===== src/rtl/edo_pkg.sv =====
package edo_pkg;

    typedef enum logic [2:0] {
        ST_IDLE,
        ST_ACTIVATE,
        ST_COLUMN,
        ST_PAGE_GAP,
        ST_PRECHARGE
    } edo_state_e;

    function automatic int max3(input int a, input int b, input int c);
        int m;
        m = (a > b) ? a : b;
        return (m > c) ? m : c;
    endfunction

endpackage


===== src/rtl/edo_cnt.sv =====
// Saturating up-counter with synchronous clear.
module edo_cnt #(
    parameter int W = 4
) (
    input  logic         clk,
    input  logic         rst_n,
    input  logic         clr,
    output logic [W-1:0] cnt
);
    always_ff @(posedge clk or negedge rst_n) begin
        if (!rst_n)
            cnt <= '0;
        else if (clr)
            cnt <= '0;
        else if (cnt != '1)
            cnt <= cnt + W'(1);
    end
endmodule


===== src/rtl/edo_capture.sv =====
// Read-data register with a one-cycle valid pulse.
module edo_capture #(
    parameter int W = 16
) (
    input  logic         clk,
    input  logic         rst_n,
    input  logic         grab,
    input  logic [W-1:0] din,
    output logic [W-1:0] dout,
    output logic         valid
);
    always_ff @(posedge clk or negedge rst_n) begin
        if (!rst_n) begin
            dout  <= '0;
            valid <= 1'b0;
        end else begin
            valid <= grab;
            if (grab)
                dout <= din;
        end
    end
endmodule


===== src/rtl/edo_ctrl.sv =====
module edo_ctrl
    import edo_pkg::*;
#(
    parameter int ROW_W     = 12,
    parameter int COL_W     = 10,
    parameter int DATA_W    = 16,
    parameter int T_RCD     = 2,     // row strobe to column strobe
    parameter int T_RAS_MIN = 7,     // minimum row strobe low time
    parameter int T_CAS_MIN = 1,     // minimum column strobe low time
    parameter int T_CP      = 1,     // column strobe high gap
    parameter int T_RP      = 4,     // row precharge
    parameter int T_CAC     = 2,     // access from column strobe
    parameter int T_AA      = 4,     // access from column address
    parameter int T_RAS_MAX = 25000  // maximum row strobe low time
) (
    input  logic                    clk,
    input  logic                    rst_n,
    input  logic                    req_valid,
    output logic                    req_ready,
    input  logic                    req_we,
    input  logic [ROW_W+COL_W-1:0]  req_addr,
    input  logic [DATA_W-1:0]       req_wdata,
    input  logic [1:0]              req_be,
    output logic                    rsp_valid,
    output logic [DATA_W-1:0]       rsp_rdata,
    input  logic                    ref_pending,
    output logic [ROW_W-1:0]        mem_addr,
    output logic                    mem_ras_n,
    output logic                    mem_ucas_n,
    output logic                    mem_lcas_n,
    output logic                    mem_we_n,
    output logic                    mem_oe_n,
    output logic [DATA_W-1:0]       mem_dq_out,
    output logic                    mem_dq_oe,
    input  logic [DATA_W-1:0]       mem_dq_in
);
    localparam int ADDR_W    = ROW_W + COL_W;
    localparam int CAS_CYC   = max3(T_CAC, T_AA, T_CAS_MIN);
    localparam int STEP_MAX  = max3(max3(T_RCD, CAS_CYC, T_CP), T_RP, 1);
    localparam int CNT_W     = $clog2(STEP_MAX + 1);
    localparam int AGE_W     = $clog2(T_RAS_MAX + 2);
    localparam int AGE_LIMIT = T_RAS_MAX - CAS_CYC - T_CP - 1;

    localparam logic [CNT_W-1:0] ACT_LAST = CNT_W'(T_RCD - 1);
    localparam logic [CNT_W-1:0] COL_LAST = CNT_W'(CAS_CYC - 1);
    localparam logic [CNT_W-1:0] GAP_LAST = CNT_W'(T_CP - 1);
    localparam logic [CNT_W-1:0] PRE_LAST = CNT_W'(T_RP - 1);
    localparam logic [AGE_W-1:0] AGE_LIM  = AGE_W'(AGE_LIMIT);
    localparam logic [AGE_W-1:0] RAS_OK   = AGE_W'(T_RAS_MIN - 1);

    edo_state_e state, nstate;

    logic [CNT_W-1:0]  step;
    logic [AGE_W-1:0]  age;
    logic [ROW_W-1:0]  row_q;
    logic [COL_W-1:0]  col_q;
    logic              we_q;
    logic [1:0]        be_q;
    logic [DATA_W-1:0] wdata_q;
    logic              accept, row_hit, gap_done, ras_ok, page_ok, grab;
    logic              ras_c;

    // step counts cycles inside a state; age counts row-open cycles
    edo_cnt #(.W(CNT_W)) u_step (
        .clk(clk), .rst_n(rst_n), .clr(state != nstate), .cnt(step));

    edo_cnt #(.W(AGE_W)) u_age (
        .clk(clk), .rst_n(rst_n), .clr(ras_c), .cnt(age));

    assign row_hit  = (req_addr[ADDR_W-1:COL_W] == row_q);
    assign gap_done = (step >= GAP_LAST);
    assign ras_ok   = (age >= RAS_OK);
    assign page_ok  = (state == ST_PAGE_GAP) && gap_done && row_hit &&
                      !ref_pending && (age <= AGE_LIM);
    assign req_ready = ((state == ST_IDLE) && !ref_pending) || page_ok;
    assign accept    = req_valid && req_ready;
    assign grab      = (state == ST_COLUMN) && (step == COL_LAST) && !we_q;

    // state register
    always_ff @(posedge clk or negedge rst_n) begin
        if (!rst_n)
            state <= ST_IDLE;
        else
            state <= nstate;
    end

    // next state
    always_comb begin
        nstate = state;
        unique case (state)
            ST_IDLE:      if (accept) nstate = ST_ACTIVATE;
            ST_ACTIVATE:  if (step == ACT_LAST) nstate = ST_COLUMN;
            ST_COLUMN:    if (step == COL_LAST) nstate = ST_PAGE_GAP;
            ST_PAGE_GAP: begin
                if (accept)
                    nstate = ST_COLUMN;
                else if (gap_done && ras_ok)
                    nstate = ST_PRECHARGE;
            end
            ST_PRECHARGE: if (step == PRE_LAST) nstate = ST_IDLE;
            default:      nstate = ST_IDLE;
        endcase
    end

    // request capture
    always_ff @(posedge clk or negedge rst_n) begin
        if (!rst_n) begin
            row_q   <= '0;
            col_q   <= '0;
            we_q    <= 1'b0;
            be_q    <= '0;
            wdata_q <= '0;
        end else if (accept) begin
            row_q   <= req_addr[ADDR_W-1:COL_W];
            col_q   <= req_addr[COL_W-1:0];
            we_q    <= req_we;
            be_q    <= req_be;
            wdata_q <= req_wdata;
        end
    end

    // strobe decode
    always_comb begin
        ras_c      = 1'b1;
        mem_ucas_n = 1'b1;
        mem_lcas_n = 1'b1;
        mem_we_n   = 1'b1;
        mem_oe_n   = 1'b1;
        mem_dq_oe  = 1'b0;
        mem_addr   = row_q;
        unique case (state)
            ST_ACTIVATE: begin
                ras_c    = 1'b0;
                mem_we_n = !we_q;
            end
            ST_COLUMN: begin
                ras_c      = 1'b0;
                mem_addr   = ROW_W'(col_q);
                mem_ucas_n = !be_q[1];
                mem_lcas_n = !be_q[0];
                mem_we_n   = !we_q;
                mem_oe_n   = we_q;
                mem_dq_oe  = we_q;
            end
            ST_PAGE_GAP: begin
                ras_c    = 1'b0;
                mem_addr = ROW_W'(col_q);
            end
            default: ;
        endcase
    end

    assign mem_ras_n  = ras_c;
    assign mem_dq_out = wdata_q;

    edo_capture #(.W(DATA_W)) u_cap (
        .clk(clk), .rst_n(rst_n), .grab(grab), .din(mem_dq_in),
        .dout(rsp_rdata), .valid(rsp_valid));

endmodule


===== config.mk =====
export PLATFORM = sky130hd
export DESIGN_NAME = edo_ctrl
export DESIGN_NICKNAME = d
export VERILOG_FILES = /design/src/rtl/edo_pkg.sv /design/src/rtl/edo_cnt.sv /design/src/rtl/edo_capture.sv /design/src/rtl/edo_ctrl.sv
export SDC_FILE = /design/constraint.sdc
export NUM_CORES = 1
export LEC_CHECK = 0
export BUFFER_PORTS_ARGS = -buffer_cell sky130_fd_sc_hd__buf_4
export CAP_MARGIN = 25
export CORE_ASPECT_RATIO = 1.1
export CORE_UTILIZATION = 45
export CTS_CLUSTER_SIZE = 16
export DETAILED_ROUTE_END_ITERATION = 12
export PLACE_DENSITY = 0.82
export SYNTH_ARGS = -nofsm -noshare
export SYNTH_HDL_FRONTEND = slang
export SYNTH_SLANG_ARGS = --single-unit

===== constraint.sdc =====
create_clock -name clk -period 2.09 [get_ports clk]
set_input_delay 0.1045 -clock clk [delete_from_list [all_inputs] [get_ports clk]]
set_output_delay 0.1045 -clock clk [all_outputs]
set_load 0.01 [all_outputs]

==> results list <==
- Top flip-flop cell by instance count after synthesis: sky130_fd_sc_hd__dfrtp_1
- Violations in the final reports: setup timing
- Critical-path maximum fanout: 14
- Cell types occupying the most area after synthesis: sky130_fd_sc_hd__dfrtp_1 (51%), sky130_fd_sc_hd__mux2_4 (15%), sky130_fd_sc_hd__nand2_1 (8.8%)
* Proportion of register bits with asynchronous set or reset after synthesis: 1.00
- Post-route standard cell area excluding fillers: 5830 µm²
- Routability-driven placement congestion ratio: 0.843
- From bottom edge to top edge, the die measures 99.7 µm.
- Internal power component: 4.73 mW
- CP Data Required Time: 2.34 ns
* Count of pins on the block boundary: 113
- The die covers 9050 µm².
- Sequential power share: 0.361
- Maximum number of pins on one net before global-route repair: 41
* Final critical-path share of the clock period: 1.01
- In this run the power density over the cells is 1290 nW/µm².
- Number of instances in the synthesized netlist: 360
- H-tree level count: 3
- CTS clock-pin slew for the worst setup and hold paths: 0.09 ns
- In this run the most critical hold path is launched from req_addr[14].
- After detailed routing, the number of vias per cell comes to 5.10.
- Total negative slack for setup checks: -0.324 ns
* Outcome: finished with violations
- Post-placement cell area: 4960 µm²
- The worst setup path is captured at a flop.
* Final setup violation count: 22
* Cell-by-cell trace of the critical path: dlygate4sd3_1, buf_4, xor2_1, nor4_1, nand4_1, o21bai_2, nand2_4, clkbuf_16, mux2_4
- Transition time at the pin with the least slew margin: 0.523 ns
* Number of enable flip-flop cells after synthesis: 0
- TritonCTS built the clock tree.
* Number of nets with antenna violations after routing: 0
- Total number of vias: 3384
- Of the total power, combinational logic draws 0.485.
* Clk pwr share: 0.154
- The tree built by TritonCTS fans out to 79 sinks.
- The number of max-slew violations in the final report came to 0.
* Overflow left after global routing: 0
- Post-route minimum period: 2.12 ns
* First-pass GRT wire length: 16600 µm
- Longest Clk Path Bufs: 2
* Fin nets: 615
- For this design, the slowest cell found on the critical path is sky130_fd_sc_hd__dlygate4sd3_1.
- CTS placed an instance of sky130_fd_sc_hd__clkbuf_8 at the clock tree root.
- Total of max-cap violations: 0
- The number of nets in the synthesized netlist is 427.
- Leading area contributor after synthesis: sky130_fd_sc_hd__dfrtp_1
* Post-Layout Cell Count: 664
* IR drop worst, VDD: 734 µV
- Utilization of the core after routing: 0.694
- In the global route stage, overall resource usage came out at 0.235.
- Number of antenna violations at the first check in global routing: 0
- Starting density of the core: 0.464
- After detailed placement, the design holds a cell count of 588.
- Switching share of power: 0.370
* Post-route worst setup slack: -0.0294 ns
* Worst-Skew Late Latency: 0.36 ns
* Core region area: 8410 µm²
* Achievable frequency: 472 MHz
- Detailed Route Iter0 Violations: 130
- Max-slew headroom at the worst pin: 0.651
- Pre-Repair DR Iteration Count: 4
* Cell variety after synth: 44
* Type of element launching the critical path: primary input
- Sequential-to-total area share from yosys stat: 0.506
- Summed over all nets, the half-perimeter wirelength after detailed placement is 6450 µm.
- Worst clock skew: 0.0153 ns
- The hold violation count in the final report came to 0.
- During placement, the flow inserted port buffers numbering 112.
- Total number of placement rows: 35
* Worst Hold Class: primary input to flop
- Average instance area after synthesis: 10.8 µm²
- In this run the worst setup path begins at req_addr[16].
- Dividing the detail-routed wire length by the instance count gives 16.0 µm.
* Routed WL: 10700 µm
- Worst Path Arrival: 2.37 ns
* Setup slack, reg-to-reg: -0.02 ns
* Longest individual stage delay on the worst path: 0.54 ns
- Synth Warn #: 0
- Vias in the first global route: 3481
* Leakage: 2.97 nW
- The share of synthesized area in the top cell type comes to 0.506.
- OpenSTA, run right after detailed placement, puts the worst setup slack at -0.00854 ns.
* Unrepaired setup endpoints after global routing: true
* Antenna cell count: 0
- FF+latch count, synth: 79
- Switching power: 2.77 mW
- The cell area that synthesis handed to floorplanning was 3900 µm².
- In this run the critical register-to-register path is launched from state[2].
- From synthesis to final layout, the design area changed by 49.4%.
* Type of the setup path with the least slack: primary input to flop
- Die Span X: 90.8 µm
- Layout cells sized above 1: 0.373
- For this run, design rule violations remaining after detail routing come to 0.
- Inserted Clock Buffers: 9
-- metal layers --
| metal | share of wire | global-route usage |
|---|---|---|
| met3 | 0.044 | 0.0405 |
| met2 | 0.54 | 0.434 |
| met4 | 0.028 | 0.118 |
| met5 | 0 | 0 |
| met1 | 0.39 | 0.260 |
-- through the flow --
stage,power (mW),hold slack (ns)
after CTS,7.36,0.000963
after global placement,5.97,0.112
after detailed placement,6.10,0.117
final,7.50,0.00908
after floorplan,4.59,-0.191
after global routing,7.95,0.00187
-- area by class of cell --
class | count | area [µm²]
Timing Repair Buffer | 193 | 1640
Fill cell | 591 | 2580
Inverter | 7 | 26.3
Multi-Input combinational cell | 258 | 1850
Sequential cell | 79 | 1980
Clock buffer | 10 | 128
Clock inverter | 6 | 67.6
Tap cell | 111 | 139
-- flip-flops by register name (all words and copies together), names as in the netlist --
name         cells
state            3
be_q             2
u_cap.valid      1
col_q           10
u_step.cnt       3
we_q             1
u_cap.dout      16
row_q           12
u_age.cnt       15
mem_dq_out      16
-- cells in the final DEF (no fill, tap or decap), types with 5 or more instances in the layout --
cell type and count:
sky130_fd_sc_hd__buf_4 131, sky130_fd_sc_hd__dlygate4sd3_1 58, sky130_fd_sc_hd__inv_1 6, sky130_fd_sc_hd__xor2_1 15, sky130_fd_sc_hd__nor2_1 26, sky130_fd_sc_hd__nor4_1 5
sky130_fd_sc_hd__dfrtp_1 78, sky130_fd_sc_hd__nand2_1 92, sky130_fd_sc_hd__xnor2_1 8, sky130_fd_sc_hd__clkbuf_8 9, sky130_fd_sc_hd__ha_1 6, sky130_fd_sc_hd__nand3_1 7
sky130_fd_sc_hd__mux2_4 39, sky130_fd_sc_hd__a21oi_1 5, sky130_fd_sc_hd__nor3_1 8
-- final timing paths --
path,cells past startpoint,endpoint
max,9,mem_dq_out[9]
min,2,row_q[4]
max reg2reg,7,mem_dq_out[9]
min reg2reg,2,u_cap.dout[2]
max in group asynchronous,3,state[0]
min in group asynchronous,2,u_age.cnt[0]
-- logic make-up (layout without fill, tap and decap cells) --
logic type                 count (synthesis)  in the layout  share of synthesized area
AOI/OAI and AO/OA                         22             22                     0.0410
xor gates and xnor gates                  23             23                     0.0516
adders and majority gates                  7              7                     0.0218
buffers and inverters                     23            216                     0.0330
DFF                                       79             79                      0.506
muxes                                     41             41                      0.156
and+or+nand+nor                          165            165                      0.190
-- repair_timing --
item                                   in CTS  in global routing
gates cloned                                0                  1
setup buffers                               0                  1
setup endpoints to repair                  28                 48
hold buffers                               58                  0
gates resized for setup                     2                  9
endpoints found under the hold margin      96                  0
pin swaps                                   0                  1
-- synth_stat cells, drive strengths merged (3+ instances only) --
| master | number |
|---|---|
| inv | 7 |
| buf | 8 |
| dfrtp | 79 |
| o21ai | 4 |
| clkbuf | 8 |
| nor3 | 8 |
| nor4 | 10 |
| a211oi | 3 |
| mux2 | 41 |
| and2 | 3 |
| xor2 | 15 |
| nor2 | 26 |
| nand3 | 7 |
| xnor2 | 8 |
| and3 | 4 |
| or2 | 3 |
| ha | 6 |
| nand2 | 93 |
| a21oi | 5 |
-- worst max-delay path: cells and delay by family --
kind	cells	cell delay [ns]
AND/OR/NAND/NOR	3	0.65
XOR/XNOR	1	0.15
multiplexers	1	0.31
buffers and inverters	3	0.89
AO/OA/AOI/OAI	1	0.25
-- power groups by stage --
stage | Sequential [mW] | Clock [mW] | Combinational (mW)
2_1_floorplan | 2.74 | 0 | 1.86
3_3_place_gp | 2.65 | 0 | 3.31
3_5_place_dp | 2.68 | 0 | 3.42
4_1_cts | 2.67 | 1.16 | 3.53
5_1_grt | 2.78 | 1.24 | 3.92
6_report | 2.71 | 1.16 | 3.64
No activity file was read; power rests on OpenSTA's default activity.
